### src/rtl/rstgen_pkg.sv
package rstgen_pkg;
   localparam int unsigned NUM_FLAGS = 7;
   localparam int unsigned F_PWR  = 0;
   localparam int unsigned F_PIN  = 1;
   localparam int unsigned F_SW   = 2;
   localparam int unsigned F_IWDG = 3;
   localparam int unsigned F_WWDG = 4;
   localparam int unsigned F_LP   = 5;
   localparam int unsigned F_OPT  = 6;
   typedef logic [NUM_FLAGS-1:0] cause_t;
   localparam cause_t PWR_ONLY = cause_t'(1) << F_PWR;
endpackage

### src/rtl/rstgen_sync.sv
module rstgen_sync #(
   parameter int unsigned WIDTH   = 1,
   parameter int unsigned STAGES  = 2,
   parameter bit          RST_VAL = 1'b0
) (
   input  logic             clk_i,
   input  logic             arst_ni,
   input  logic [WIDTH-1:0] d_i,
   output logic [WIDTH-1:0] q_o
);
   generate
      if (STAGES < 2) begin : g_bad
         $error("rstgen_sync needs at least two stages");
      end
   endgenerate

   logic [WIDTH-1:0] stage_q [STAGES];

   generate
      for (genvar s = 0; s < STAGES; s++) begin : g_stage
         always_ff @(posedge clk_i or negedge arst_ni) begin
            if (!arst_ni) begin
               stage_q[s] <= {WIDTH{RST_VAL}};
            end else begin
               stage_q[s] <= (s == 0) ? d_i : stage_q[(s == 0) ? 0 : s-1];
            end
         end
      end
   endgenerate

   assign q_o = stage_q[STAGES-1];
endmodule

### src/rtl/rstgen_stretch.sv
module rstgen_stretch #(
   parameter int unsigned PULSE_CYC = 160
) (
   input  logic clk_i,
   input  logic rst_ni,
   input  logic load_i,
   input  logic load_pwr_i,
   output logic active_o,
   output logic pwr_cls_o
);
   localparam int unsigned CNT_W = $clog2(PULSE_CYC + 1);

   generate
      if (PULSE_CYC < 1) begin : g_bad
         $error("rstgen_stretch needs PULSE_CYC >= 1");
      end
   endgenerate

   logic [CNT_W-1:0] cnt_q;
   logic             cls_q;

   always_ff @(posedge clk_i or negedge rst_ni) begin
      if (!rst_ni) begin
         cnt_q <= '0;
         cls_q <= 1'b0;
      end else if (load_i) begin
         cnt_q <= CNT_W'(PULSE_CYC);
         cls_q <= cls_q | load_pwr_i;
      end else if (cnt_q != '0) begin
         cnt_q <= cnt_q - 1'b1;
         if (cnt_q == CNT_W'(1)) cls_q <= 1'b0;
      end
   end

   assign active_o  = (cnt_q != '0);
   assign pwr_cls_o = cls_q;
endmodule

### src/rtl/rstgen_flags.sv
module rstgen_flags
   import rstgen_pkg::*;
#(
   parameter int unsigned SYNC_STAGES = 2
) (
   input  logic   clk_i,
   input  logic   rst_ni,
   input  logic   pad_s_i,
   input  logic   pull_i,
   input  logic   pwr_hold_i,
   input  logic   pwr_evt_i,
   input  logic   clr_i,
   input  cause_t set_i,
   output cause_t flags_o
);
   logic [SYNC_STAGES-1:0] own_q;
   logic                   own_mask;
   logic                   pin_hit;
   cause_t                 flags_q;
   cause_t                 flags_d;

   generate
      for (genvar s = 0; s < SYNC_STAGES; s++) begin : g_own
         always_ff @(posedge clk_i or negedge rst_ni) begin
            if (!rst_ni) own_q[s] <= 1'b0;
            else         own_q[s] <= (s == 0) ? pull_i : own_q[(s == 0) ? 0 : s-1];
         end
      end
   endgenerate

   assign own_mask = pull_i | (|own_q);
   assign pin_hit  = !pad_s_i && !own_mask;

   always_comb begin
      flags_d = (clr_i ? '0 : flags_q) | set_i;
      if (pin_hit) flags_d[F_PIN] = 1'b1;
      if (pwr_hold_i || pwr_evt_i) flags_d = PWR_ONLY;
   end

   always_ff @(posedge clk_i or negedge rst_ni) begin
      if (!rst_ni) flags_q <= PWR_ONLY;
      else         flags_q <= flags_d;
   end

   assign flags_o = flags_q;
endmodule

### src/rtl/rstgen_hub.sv
module rstgen_hub
   import rstgen_pkg::*;
#(
   parameter int unsigned PULSE_CYC   = 160,
   parameter int unsigned SYNC_STAGES = 2
) (
   input  logic                 clk_i,
   input  logic                 por_n_i,
   input  logic                 pad_level_i,
   output logic                 pad_pull_o,
   input  logic                 wwdg_evt_i,
   input  logic                 iwdg_evt_i,
   input  logic                 sw_req_i,
   input  logic                 opt_load_i,
   input  logic                 stop_entry_i,
   input  logic                 stdby_entry_i,
   input  logic                 stop_guard_i,
   input  logic                 stdby_guard_i,
   input  logic                 stdby_exit_i,
   input  logic                 flag_clr_i,
   output logic [NUM_FLAGS-1:0] flags_o,
   output logic                 sys_rst_n_o,
   output logic                 pwr_rst_n_o
);
   localparam int unsigned NREQ = 6;
   localparam int unsigned Q_EXIT = 0, Q_SW = 1, Q_IWDG = 2, Q_WWDG = 3, Q_LP = 4, Q_OPT = 5;

   logic [NREQ-1:0] req_raw, req_s;
   logic            lp_req;
   logic            pad_s;
   logic            stretch_on, pwr_cls;
   logic            int_load;
   cause_t          set_vec;
   logic            sys_arst_n, pwr_arst_n;
   logic            sys_q, pwr_q;

   assign lp_req = (stop_entry_i & stop_guard_i) | (stdby_entry_i & stdby_guard_i);

   always_comb begin
      req_raw         = '0;
      req_raw[Q_EXIT] = stdby_exit_i;
      req_raw[Q_SW]   = sw_req_i;
      req_raw[Q_IWDG] = iwdg_evt_i;
      req_raw[Q_WWDG] = wwdg_evt_i;
      req_raw[Q_LP]   = lp_req;
      req_raw[Q_OPT]  = opt_load_i;
   end

   rstgen_sync #(.WIDTH(NREQ), .STAGES(SYNC_STAGES), .RST_VAL(1'b0)) u_req_sync (
      .clk_i(clk_i), .arst_ni(por_n_i), .d_i(req_raw), .q_o(req_s));

   rstgen_sync #(.WIDTH(1), .STAGES(SYNC_STAGES), .RST_VAL(1'b1)) u_pad_sync (
      .clk_i(clk_i), .arst_ni(por_n_i), .d_i(pad_level_i), .q_o(pad_s));

   assign int_load = |req_s;

   rstgen_stretch #(.PULSE_CYC(PULSE_CYC)) u_stretch (
      .clk_i(clk_i), .rst_ni(por_n_i), .load_i(int_load),
      .load_pwr_i(req_s[Q_EXIT]), .active_o(stretch_on), .pwr_cls_o(pwr_cls));

   always_comb begin
      set_vec         = '0;
      set_vec[F_SW]   = req_s[Q_SW];
      set_vec[F_IWDG] = req_s[Q_IWDG];
      set_vec[F_WWDG] = req_s[Q_WWDG];
      set_vec[F_LP]   = req_s[Q_LP];
      set_vec[F_OPT]  = req_s[Q_OPT];
   end

   rstgen_flags #(.SYNC_STAGES(SYNC_STAGES)) u_flags (
      .clk_i(clk_i), .rst_ni(por_n_i), .pad_s_i(pad_s), .pull_i(pad_pull_o),
      .pwr_hold_i(!pwr_rst_n_o), .pwr_evt_i(req_s[Q_EXIT]), .clr_i(flag_clr_i),
      .set_i(set_vec), .flags_o(flags_o));

   assign pwr_arst_n = por_n_i & ~pwr_cls;
   assign sys_arst_n = por_n_i & ~pwr_cls & pad_level_i;

   rstgen_sync #(.WIDTH(1), .STAGES(SYNC_STAGES), .RST_VAL(1'b0)) u_pwr_sync (
      .clk_i(clk_i), .arst_ni(pwr_arst_n), .d_i(1'b1), .q_o(pwr_q));

   rstgen_sync #(.WIDTH(1), .STAGES(SYNC_STAGES), .RST_VAL(1'b0)) u_sys_sync (
      .clk_i(clk_i), .arst_ni(sys_arst_n), .d_i(!stretch_on), .q_o(sys_q));

   assign pad_pull_o  = stretch_on;
   assign pwr_rst_n_o = pwr_q;
   assign sys_rst_n_o = sys_q;
endmodule

### config.mk
export PLATFORM = sky130hd
export DESIGN_NAME = rstgen_hub
export DESIGN_NICKNAME = d
export VERILOG_FILES = /design/src/rtl/rstgen_pkg.sv /design/src/rtl/rstgen_sync.sv /design/src/rtl/rstgen_stretch.sv /design/src/rtl/rstgen_flags.sv /design/src/rtl/rstgen_hub.sv
export SDC_FILE = /design/constraint.sdc
export NUM_CORES = 1
export LEC_CHECK = 0
export BUFFER_PORTS_ARGS = -buffer_cell sky130_fd_sc_hd__clkbuf_2
export CORE_ASPECT_RATIO = 0.6
export CORE_UTILIZATION = 50
export DETAILED_ROUTE_END_ITERATION = 10
export GPL_TIMING_DRIVEN = 1
export PLACE_DENSITY = 0.77
export SYNTH_ARGS = -nofsm -noshare
export SYNTH_HDL_FRONTEND = slang
export SYNTH_HIERARCHICAL = 1
export SYNTH_SLANG_ARGS = --single-unit
### constraint.sdc
create_clock -name clk_i -period 1.5 [get_ports clk_i]
set_clock_uncertainty 0.05 [all_clocks]
set_input_delay 0 -clock clk_i [delete_from_list [all_inputs] [get_ports clk_i]]
set_output_delay 0 -clock clk_i [all_outputs]
set_load 0.02 [all_outputs]
### Word level (Yosys, flattened, before mapping)

Index checks and enable logic that the tools add are counted.

* add/sub/neg operators: 1
* eq/ne operators: 1
* muxes and demuxes: 8
* bitwise gates (word level): 9
* reduce and logical (&&, ||, !) cells: 12

Operators with widths (number)
* $mux W8: 2
* $mux W7: 2
* $eq A8 B1 Y1 const B: 1
* $reduce_bool A8 Y1: 1
* $sub A8 B1 Y8 const B: 1
* $or A7 B7 Y7: 1
* $reduce_or A6 Y1: 1
* $and A1 B1 Y1: 4
* $logic_not A1 Y1: 4
* $mux W1: 4
* $reduce_bool A2 Y1: 2
* $or A1 B1 Y1: 3
* $reduce_and A2 Y1: 1
* $reduce_or A2 Y1: 1
* $logic_and A1 B1 Y1: 1
* $logic_or A1 B1 Y1: 1
* $not A1 Y1: 1

* register bits after elaboration: 36
* bits of input ports: 13
* output and inout bits: 10
* word-level logic and storage cells: 44

### Logic depth before layout (Yosys ltp)

Gate-level depths: netlist of run 1.

* depth in word-level cells: 6
* mapped depth: 6
* gate-level depth less buffers: 6

### Hierarchy

Netlist of run 1, hierarchy kept.

Modules (own cells, without submodules)
* rstgen_stretch: times used 1, cells an instance 50, area each 495.5 um^2, seq. area each 225.2 um^2
* rstgen_flags: times used 1, cells an instance 32, area each 347.8 um^2, seq. area each 226.5 um^2
* rstgen_sync at u_req_sync: times used 1, cells an instance 18, area each 345.3 um^2, seq. area each 300.3 um^2
* rstgen_sync at u_pwr_sync ...: times used 2, cells an instance 2, area each 50.0 um^2, seq. area each 50.0 um^2
* rstgen_hub: times used 1, cells an instance 10, area each 52.6 um^2, seq. area each 0.0 um^2
* rstgen_sync at u_pad_sync: times used 1, cells an instance 2, area each 52.6 um^2, seq. area each 52.6 um^2

### Worst setup path after synthesis of run 1

No wires, ideal clock.

* kind: reg-to-reg
* start: register u_stretch.cnt_q[4]
* end: register u_flags.flags_q[1], in the netlist u_flags/flags_o[1]
* library setup time: 82 ps
* arrival time: 1872 ps
* required time: 1368 ps
* setup slack: -504 ps
* cell stages (with the launch flop): 5
* path buffers: 0
* clock period less this slack: 2004 ps
* cell sequence: dfrtp_1 nor4_1 nand3_1 or4_1 a31oi_1

* word-level cells in the longest chain between the ends: 6

Ends and longest elaborated chain
* start, declared: RTL line rstgen_stretch.sv:19 `logic [CNT_W-1:0] cnt_q;`
* start signal, assigned: RTL line rstgen_stretch.sv:27 `cnt_q <= CNT_W'(PULSE_CYC);`
* start signal, assigned: RTL line rstgen_stretch.sv:30 `cnt_q <= cnt_q - 1'b1;`
* $reduce_bool A8 Y1: RTL line rstgen_stretch.sv:35 `assign active_o = (cnt_q != '0);`
* via pad_pull_o: RTL line rstgen_hub.sv:10 `output logic pad_pull_o,`
* $or A1 B1 Y1: RTL line rstgen_flags.sv:31 `assign own_mask = pull_i | (|own_q);`
* $logic_not A1 Y1: RTL line rstgen_flags.sv:32 `assign pin_hit = !pad_s_i && !own_mask;`
* $logic_and A1 B1 Y1: RTL line rstgen_flags.sv:32
* $mux W1: RTL line rstgen_flags.sv:36 `if (pin_hit) flags_d[F_PIN] = 1'b1;`
* $mux W7: RTL line rstgen_flags.sv:37 `if (pwr_hold_i || pwr_evt_i) flags_d = PWR_ONLY;`
* via u_flags.flags_d[1]: RTL line rstgen_flags.sv:20 `cause_t flags_d;`
* end signal, assigned: RTL line rstgen_flags.sv:42 `else flags_q <= flags_d;`
* end, declared: RTL line rstgen_flags.sv:19 `cause_t flags_q;`

The timed path passes the listed nets, and every way through them passes these cells.
A chain may end at the register's enable or synchronous reset.

### Final worst setup path of run 1

* start: register u_stretch.cnt_q[7]
* end: register u_stretch.cnt_q[6]

* word-level cells in the longest chain between the ends: 2

Ends and longest elaborated chain
* $reduce_bool A8 Y1: RTL line rstgen_stretch.sv:29 `end else if (cnt_q != '0) begin`
* $reduce_bool A2 Y1 (no line)

Every way passes these cells.

==> results of run 1 <==
## metal layers
metal | share of wire | wire (um) | track usage | vias up
li1 | - | - | - | 483
met1 | 0.45 | 1330 | 0.278 | 485
met2 | 0.47 | 1380 | 0.363 | 44
met3 | 0.056 | 165 | 0.0760 | 10
met4 | 0.019 | 55 | 0.112 | 0
met5 | 0 | 0 | 0 | -
## cell families (layout without fill, tap and decap cells)
group | Yosys count | count (layout) | share of synthesized area
flip-flops | 36 | 36 | 0.649
XOR/XNOR | 3 | 3 | 0.0189
other | 2 | 3 | 0.00539
AND/OR/NAND/NOR | 30 | 30 | 0.119
AO/OA/AOI/OAI | 18 | 18 | 0.0907
multiplexers | 2 | 2 | 0.0144
buffers and inverters | 22 | 77 | 0.0754
adder cells (fa/ha/maj) | 3 | 3 | 0.0269
## registers in the layout (all words and copies together), names as in the netlist, 2 cells and up
signal              flops
u_flags/flags_o         7
u_req_sync/q_o          6
u_flags/own_q           2
u_stretch/cnt_q         8
u_req_sync/stage_q      6
## metrics by stage
| stage | util | hold slack, ns | worst slack [ns] |
|---|---|---|---|
| 5_1_grt | 0.765 | 0.126 | -0.210 |
| 3_5_place_dp | 0.650 | -0.126 | -0.143 |
| 3_3_place_gp | 0.650 | -0.140 | -0.153 |
| 4_1_cts | 0.752 | 0.101 | -0.129 |
| 2_1_floorplan | - | -0.346 | -0.131 |
| 6_report | 0.765 | 0.116 | -0.167 |
## placed cells by master, fill, tap and decap left out, types with 2 or more instances in the layout
master / netlist / layout
mux2i_1: 2 / 2
dfrtp_1: 33 / 31
dfstp_2: 3 / 3
nor2_1: 10 / 10
inv_1: 14 / 14
a21oi_1: 8 / 8
a31oi_1: 2 / 2
dlygate4sd3_1: 0 / 10
buf_6: 0 / 2
clkbuf_2: 0 / 21
nand2b_1: 6 / 6
or4_4: 1 / 2
buf_4: 6 / 21
nand2_1: 2 / 2
conb_1: 2 / 3
clkbuf_8: 0 / 5
nor2b_1: 2 / 2
clkinv_2: 0 / 2
dfrtp_2: 0 / 2
ha_1: 3 / 2
## where the power goes
part	internal, W	switching, W
clock network	0.000323	0.000350
logic	0.0000660	0.0000705
registers	0.00101	0.0000153
## tightest hold or removal path, stage by stage
cell and delay (ns):
dlygate4sd3_1 0.53, clkbuf_2 0.11, and2_1 0.16
## what timing repair did
item,4_1_cts,5_1_grt
pin swaps,5,0
buffers inserted,3,1
hold endpoints to repair,31,0
endpoints found under the setup margin,8,9
hold buffers,10,0
gates resized for setup,11,6
## layout make-up
class / instances / share of cell area
Multi-Input combinational cell: 59 / 0.245
Clock buffer: 5 / 0.0349
Sequential cell: 36 / 0.461
Inverter: 14 / 0.0267
Timing Repair Buffer: 55 / 0.203
Clock inverter: 3 / 0.00953
Tap cell: 32 / 0.0203
## final timing paths
| kind | start | to | slack (ns) | cells after the start |
|---|---|---|---|---|
| worst max-delay path | u_stretch/cnt_q[7] | u_stretch/cnt_q[6] | -0.17 | 4 |
| worst min-delay path | pad_level_i | u_sys_sync/stage_q[1] | 0.12 | 3 |
| worst max register to register | u_stretch/cnt_q[7] | u_stretch/cnt_q[6] | -0.17 | 4 |
| worst min register to register | u_stretch/pwr_cls_o | u_pwr_sync/q_o | 0.16 | 1 |
| max in group asynchronous | por_n_i | u_sys_sync/q_o | 0.62 | 4 |
| min in group clk_i | u_req_sync/stage_q[6] | u_req_sync/q_o[0] | 0.30 | 0 |
==> impl_metrics.ini, run 1 <==
[finish]
multi_input_area_um2 = 482
drive_gt1_frac = 0.419
seq_area_um2 = 907
fillers = 160
n_antenna_cell = 0
final_area_um2 = 1970
final_cells = 204
nNetsFinal = 187
area_growth_pct = 41.3

[die]
die_x_um = 70.2
coreArea_um2 = 2570
initial_utilization = 0.541
rows = 14
dieArea_um2 = 3010
dieHeight_um = 42.9
ios = 23

[setup_path]
worstSetupPathType = reg -> reg
path_delay_family = simple AND/OR/NAND/NOR gates
worstPathRequired_ns = 1.63
worstSetupStartpointType = flip-flop
cp_max_fo = 3
critPathSlowestCell = or4_4
cp_slowest_stage_delay_ns = 0.59
endpoint_kind = flip-flop
path_cells = or4_4 -> o2111ai_2 -> xor2_1 -> nor2_1
arrival_ns = 1.80
worst-path-buf-inv = 0

[synth]
synth.area.top_cells = dfrtp_1, dfstp_2, inv_1
synth_top_cells_by_count = dfrtp_1, inv_1, nor2_1, a21oi_1
ys_seq_area_frac = 0.649
synth_edf_count = 0
yosysMostFrequentCell = dfrtp_1
synth_warnings = 6
ys_ff_latch = 36
synth.largest_area_cell = dfrtp_1
syn_avg_cell_area_um2 = 12.0
synth-async-reset-ratio = 1.00
synth_top_cell_area_share = 0.592
synthFlopType = dfrtp_1
syn_area_um2 = 1390
ys_types = 32
netlist_instances = 116

[sta]
fmax_mhz = 600
report.final.slew_viol_count = 0
hold_viol = 0
finalSetupViolations = 8
rsz0062_at_grt = true
setup_ws_ns = -0.167
fin_tns_setup_ns = -0.758
period_share = 1.11
period_minus_slack_ns = 1.67

[power]
ir_drop_v = 0.000768
total_power_w = 0.00183
leakage_nw = 0.957
cellPowerDensity_nw_per_um2 = 930

[route]
initialDrtViolationCount = 71
via_per_inst = 5.01
finalWirelength_um = 2940
dr.pass1.iters = 4
num_vias = 1022
drc_errors = 0
wl_per_cell_um = 14.4
postRouteAntennaNets = 0

[global_routing]
grt_max_degree = 18
antenna_found_initial = 0
grt_usage = 0.226
grt.overflow.total = 0
grt_pass1_vias = 1038
grt_pass1_wl_um = 4820

[clocking]
clk_pin_slew_ns = 0.07
clk_latency_ns = 0.29
cts-root-buf = clkbuf_8
tritoncts = done
h-tree-depth = 2
cts_buffer_depth = 2
cts.sinks = 36
cts_buffers = 5

[place]
hpwl_um = 1810
place_area_um2 = 1670
placed_cells = 182
port_buffers = 22
gp_congestion = 0.818

[job]
maxCapViolCount = 0

[outcome]
violations = negative setup slack
run_status = finished, violations left

[worst_hold_path]
min_path_type = in -> async
Note: power is estimated with default switching activity, not from simulation.
==> run 2: changes to the inputs <==
- CTS_BUF_LIST: default -> sky130_fd_sc_hd__clkbuf_16
==> run 2 against run 1 <==
Effect of this change: setup slack improved by 0.0067 ns; fmax rose by 0.40%; combinational power rose by 9%; global-route usage up 1.6 points; sequential share of layout area fell by 3.3 points; the flow still finishes with violations (negative setup slack); wire length increased by 10%.
==> impl_metrics.ini, run 2 (same netlist as run 1, synthesis figures left out) <==
[global_routing]
grt.overflow.total = 0
antenna_found_initial = 0
grt_pass1_vias = 1037
grt_max_degree = 18
grt_usage = 0.242
grt_pass1_wl_um = 5110

[route]
num_vias = 1013
wl_per_cell_um = 15.5
initialDrtViolationCount = 42
finalWirelength_um = 3230
via_per_inst = 4.87
drc_errors = 0
postRouteAntennaNets = 0
dr.pass1.iters = 4

[setup_path]
arrival_ns = 1.77
worstSetupStartpointType = flip-flop
cp_max_fo = 3
worstPathRequired_ns = 1.61
critPathSlowestCell = or4_4
path_cells = or4_4 -> o2111ai_4 -> xor2_1 -> nor2_1
worst-path-buf-inv = 0
cp_slowest_stage_delay_ns = 0.58
worstSetupPathType = reg -> reg
path_delay_family = simple AND/OR/NAND/NOR gates
endpoint_kind = flip-flop

[die]
die_x_um = 70.2
dieHeight_um = 42.9
initial_utilization = 0.541
coreArea_um2 = 2570
rows = 14
ios = 23
dieArea_um2 = 3010

[sta]
fin_tns_setup_ns = -0.850
period_minus_slack_ns = 1.66
period_share = 1.11
report.final.slew_viol_count = 0
hold_viol = 0
fmax_mhz = 602
setup_ws_ns = -0.160
rsz0062_at_grt = true
hold_ws_ns = 0.128
finalSetupViolations = 8

[finish]
final_cell_mix = dfrtp_1, buf_4, clkbuf_2, inv_1, dlygate4sd3_1
layout_commonest_cell = dfrtp_1
largest_register_ffs = 8
drive_gt1_frac = 0.472
area_growth_pct = 52.2
nNetsFinal = 191
top_register = u_stretch/cnt_q
n_antenna_cell = 0

[clocking]
tritoncts = done
cts.sinks = 36
cts-root-buf = clkbuf_16
clk_pin_slew_ns = 0.06
cts_buffer_depth = 2
cts_buffers = 5
clk_latency_ns = 0.28
h-tree-depth = 2

[power]
combPwrFrac = 0.068
power_switching_w = 0.000486
leakage_nw = 1.00
clkPwrFrac = 0.462
cellPowerDensity_nw_per_um2 = 1030
swShare = 0.224
ir_drop_v = 0.000987
p_int_w = 0.00169
seqPwrFrac = 0.470

[outcome]
run_status = finished, violations left
violations = negative setup slack

[place]
hpwl_um = 1810
gp_congestion = 0.818
port_buffers = 22

[job]
maxCapViolCount = 0

[worst_hold_path]
min_path_type = in -> async
run 2: changes by cell type in the layout (fill, tap and decap cells not counted), moves of 2 or more:
cell	change
a21oi_1	-2
a21oi_2	+2
buf_4	+2
buf_6	+2
clkbuf_16	+5
clkbuf_8	-5
nor2_1	-2
nor2_2	+2
run 2: worst reg2reg max path: cells and delay by family (launching register included):
family                    cells  cell delay [ns]
AOI/OAI and AO/OA             1             0.24
xor gates and xnor gates      1             0.20
DFF                           1             0.41
and+or+nand+nor               2             0.64
run 2: through the flow:
step / setup WS [ns] / power (W) / utilization / instance area (um2) / cells
2_1_floorplan: -0.131 / 0.00109 / - / 1430 / 117
3_3_place_gp: -0.153 / 0.00114 / 0.650 / 1670 / 182
3_5_place_dp: -0.143 / 0.00115 / 0.650 / 1670 / 182
4_1_cts: -0.149 / 0.00218 / 0.789 / 2030 / 205
5_1_grt: -0.223 / 0.00224 / 0.824 / 2120 / 208
6_report: -0.160 / 0.00218 / 0.824 / 2120 / 208
run 2: final timing paths:
path | startpoint | endpoint | slack [ns] | cells after the start
max in group asynchronous | por_n_i | u_sys_sync/q_o | 0.60 | 4
min reg2reg | u_stretch/pwr_cls_o | u_pwr_sync/stage_q[1] | 0.16 | 1
min | pad_level_i | u_sys_sync/stage_q[1] | 0.13 | 3
min in group clk_i | u_req_sync/stage_q[7] | u_req_sync/q_o[1] | 0.30 | 0
max | u_stretch/cnt_q[4] | u_stretch/cnt_q[6] | -0.16 | 4
max reg2reg | u_stretch/cnt_q[4] | u_stretch/cnt_q[6] | -0.16 | 4
run 2: power by group through the flow:
stage	registers [W]	clock network (W)	logic (W)
floorplan	0.00105	0	0.0000476
global placement	0.00104	0	0.000104
detailed placement	0.00104	0	0.000107
CTS	0.00102	0.00102	0.000138
global route	0.00103	0.00105	0.000163
finish	0.00102	0.00100	0.000149
run 2: layer usage:
layer	wire [um]	part of all wire	GRT usage	vias to the layer above
li1	-	-	-	493
met1	1480	0.46	0.306	488
met2	1590	0.49	0.406	26
met3	113	0.035	0.0641	6
met4	44	0.014	0.0960	0
met5	0	0	0	-
run 2: area by class of cell:
cell class / count / area [um2]
clock buffer: 5 / 125
timing repair buffer: 59 / 428
multi-input combinational: 59 / 548
clock inverter: 3 / 18.8
sequential: 36 / 907
fill: 146 / 453
inverter: 14 / 55.1
tap: 32 / 40.0
run 2: timing repair:
action | in CTS | in global routing
pin swaps | 7 | 7
endpoints found under the setup margin | 8 | 11
hold buffers | 10 | 0
gates resized for setup | 14 | 14
cloned | 0 | 0
setup buffers | 6 | 4
endpoints found under the hold margin | 27 | 0
==> run 3: changes to the inputs <==
- CELL_PAD_IN_SITES_DETAIL_PLACEMENT: default -> 0
- CELL_PAD_IN_SITES_GLOBAL_PLACEMENT: default -> 1
- CORE_UTILIZATION: 50 -> 39
- PLACE_DENSITY: 0.77 -> 0.78
- clock period: 1.5 -> 1.4 ns (I/O delays scaled with it)
==> run 3 against run 2 <==
Effect of this change: the flow still finishes with violations (negative setup slack); count of clock-buffer cells in the layout stayed put; worst hold slack worse by 0.12 ns; clock power is 24% higher; core utilization is 19 points lower; via count is 2.6% lower; critical endpoint is now u_stretch/cnt_q[5].
==> impl_metrics.ini, run 3 (same netlist as run 1, synthesis figures left out) <==
[place]
hpwl_um = 1910
port_buffers = 22
gp_congestion = 0.837
placed_cells = 197

[finish]
final_util = 0.630
nNetsFinal = 187
drive_gt1_frac = 0.459
largest_register_ffs = 8
final_cells = 217
n_antenna_cell = 0
final_cell_mix = dfrtp_1, buf_4, clkbuf_2, inv_1
layout_commonest_cell = dfrtp_1
area_growth_pct = 50.2
top_register = u_stretch/cnt_q

[die]
die_x_um = 79.2
rows = 16
dieHeight_um = 48.3
initial_utilization = 0.419
ios = 23
dieArea_um2 = 3820
coreArea_um2 = 3320

[sta]
rsz0062_at_grt = true
report.final.slew_viol_count = 0
period_share = 1.17
finalSetupViolations = 10
setup_ws_ns = -0.238
hold_viol = 0
fmax_mhz = 611
hold_ws_ns = 0.00423
period_minus_slack_ns = 1.64

[setup_path]
r2r_slack_ns = -0.24
critPathSlowestCell = or4_4
endpoint_kind = flip-flop
critPathLaunch = u_stretch/cnt_q[6]
worstPathRequired_ns = 1.51
path_cells = or4_4 -> o2111ai_4 -> nor2_1 -> mux2i_1
cp_max_fo = 3
worstSetupPathType = reg -> reg
rr_startpoint = u_stretch/cnt_q[6]
worstSetupStartpointType = flip-flop
arrival_ns = 1.74
cp_slowest_stage_delay_ns = 0.59

[clocking]
cts_buffer_depth = 2
cts-root-buf = clkbuf_16
tritoncts = done
clk_latency_ns = 0.28
cts.sinks = 36
h-tree-depth = 2
cts_buffers = 5
clk_pin_slew_ns = 0.05

[route]
wl_per_cell_um = 13.5
wl_met1_um = 1420
routed-wl-met3_um = 115
num_vias = 987
initialDrtViolationCount = 49
drc_errors = 0
dr_wl_met2_um = 1360
top_layer_used = met4
finalWirelength_um = 2920
via_per_inst = 4.55
dr.pass1.iters = 4
postRouteAntennaNets = 0

[power]
leakage_nw = 0.995
ir_drop_v = 0.000665
cellPowerDensity_nw_per_um2 = 1190

[job]
maxCapViolCount = 0

[global_routing]
grt_pass1_wl_um = 4800
antenna_found_initial = 0
grt_pass1_vias = 1044
grt_usage = 0.169
grt_max_degree = 20
grt.overflow.total = 0

[worst_hold_path]
min_path_type = in -> reg
worstHoldStart = flag_clr_i

[outcome]
run_status = finished, violations left
violations = negative setup slack
==> run 3: critical path: cells and delay by family (launching register included) <==
kind	cells	cell delay, ns
DFF	1	0.43
and+or+nand+nor	2	0.67
muxes	1	0.12
AOI/OAI and AO/OA	1	0.25
==> run 3: routing by layer <==
metal / vias to the layer above / global-route usage
li1: 485 / -
met1: 475 / 0.241
met2: 22 / 0.250
met3: 5 / 0.0472
met4: 0 / 0.0545
met5: - / 0
==> run 3: metrics by stage <==
| step | power [W] | area (um2) | TNS [ns] | setup WS, ns |
|---|---|---|---|---|
| 2_1_floorplan | 0.00117 | 1450 | -0.923 | -0.231 |
| 3_3_place_gp | 0.00123 | 1710 | -1.06 | -0.187 |
| 3_5_place_dp | 0.00123 | 1710 | -1.59 | -0.274 |
| 4_1_cts | 0.00251 | 2050 | -1.51 | -0.223 |
| 5_1_grt | 0.00257 | 2090 | -2.04 | -0.294 |
| 6_report | 0.00249 | 2090 | -1.45 | -0.238 |
==> run 3: path summary, 6_finish.rpt <==
kind	end	cells after the start
setup / recovery	u_stretch/cnt_q[5]	4
hold / removal	u_flags/flags_o[0]	3
setup reg to reg	u_stretch/cnt_q[5]	4
hold reg to reg	u_pwr_sync/q_o	1
max in group asynchronous	u_sys_sync/q_o	4
min in group asynchronous	u_sys_sync/stage_q[1]	3
==> run 3: repair_timing <==
item                                    in CTS  in global routing
hold buffers                                 9                  0
buffers inserted                             2                  4
endpoints found under the setup margin      10                 11
pin swaps                                    6                  9
hold endpoints to repair                    42                  0
resized for setup                           13                  9
==> run 3: final cells by class <==
type                    count  area, um2
flip-flops and latches     36        908
well taps                  45       56.3
fillers                   272       1230
multi-input cells          59        510
inverters                  14       52.6
clock buffers               5        125
repair buffers             55        398
clock inverters             3       42.5
==> run 3: where the power goes <==
part | switching [W] | internal (W) | total, W | leakage (nW)
clock network | 0.000409 | 0.000835 | 0.00124 | 0.0798
logic | 0.0000742 | 0.0000714 | 0.000146 | 0.486
registers | 0.0000192 | 0.00108 | 0.00110 | 0.429
total | 0.000502 | 0.00199 | 0.00249 | 0.995
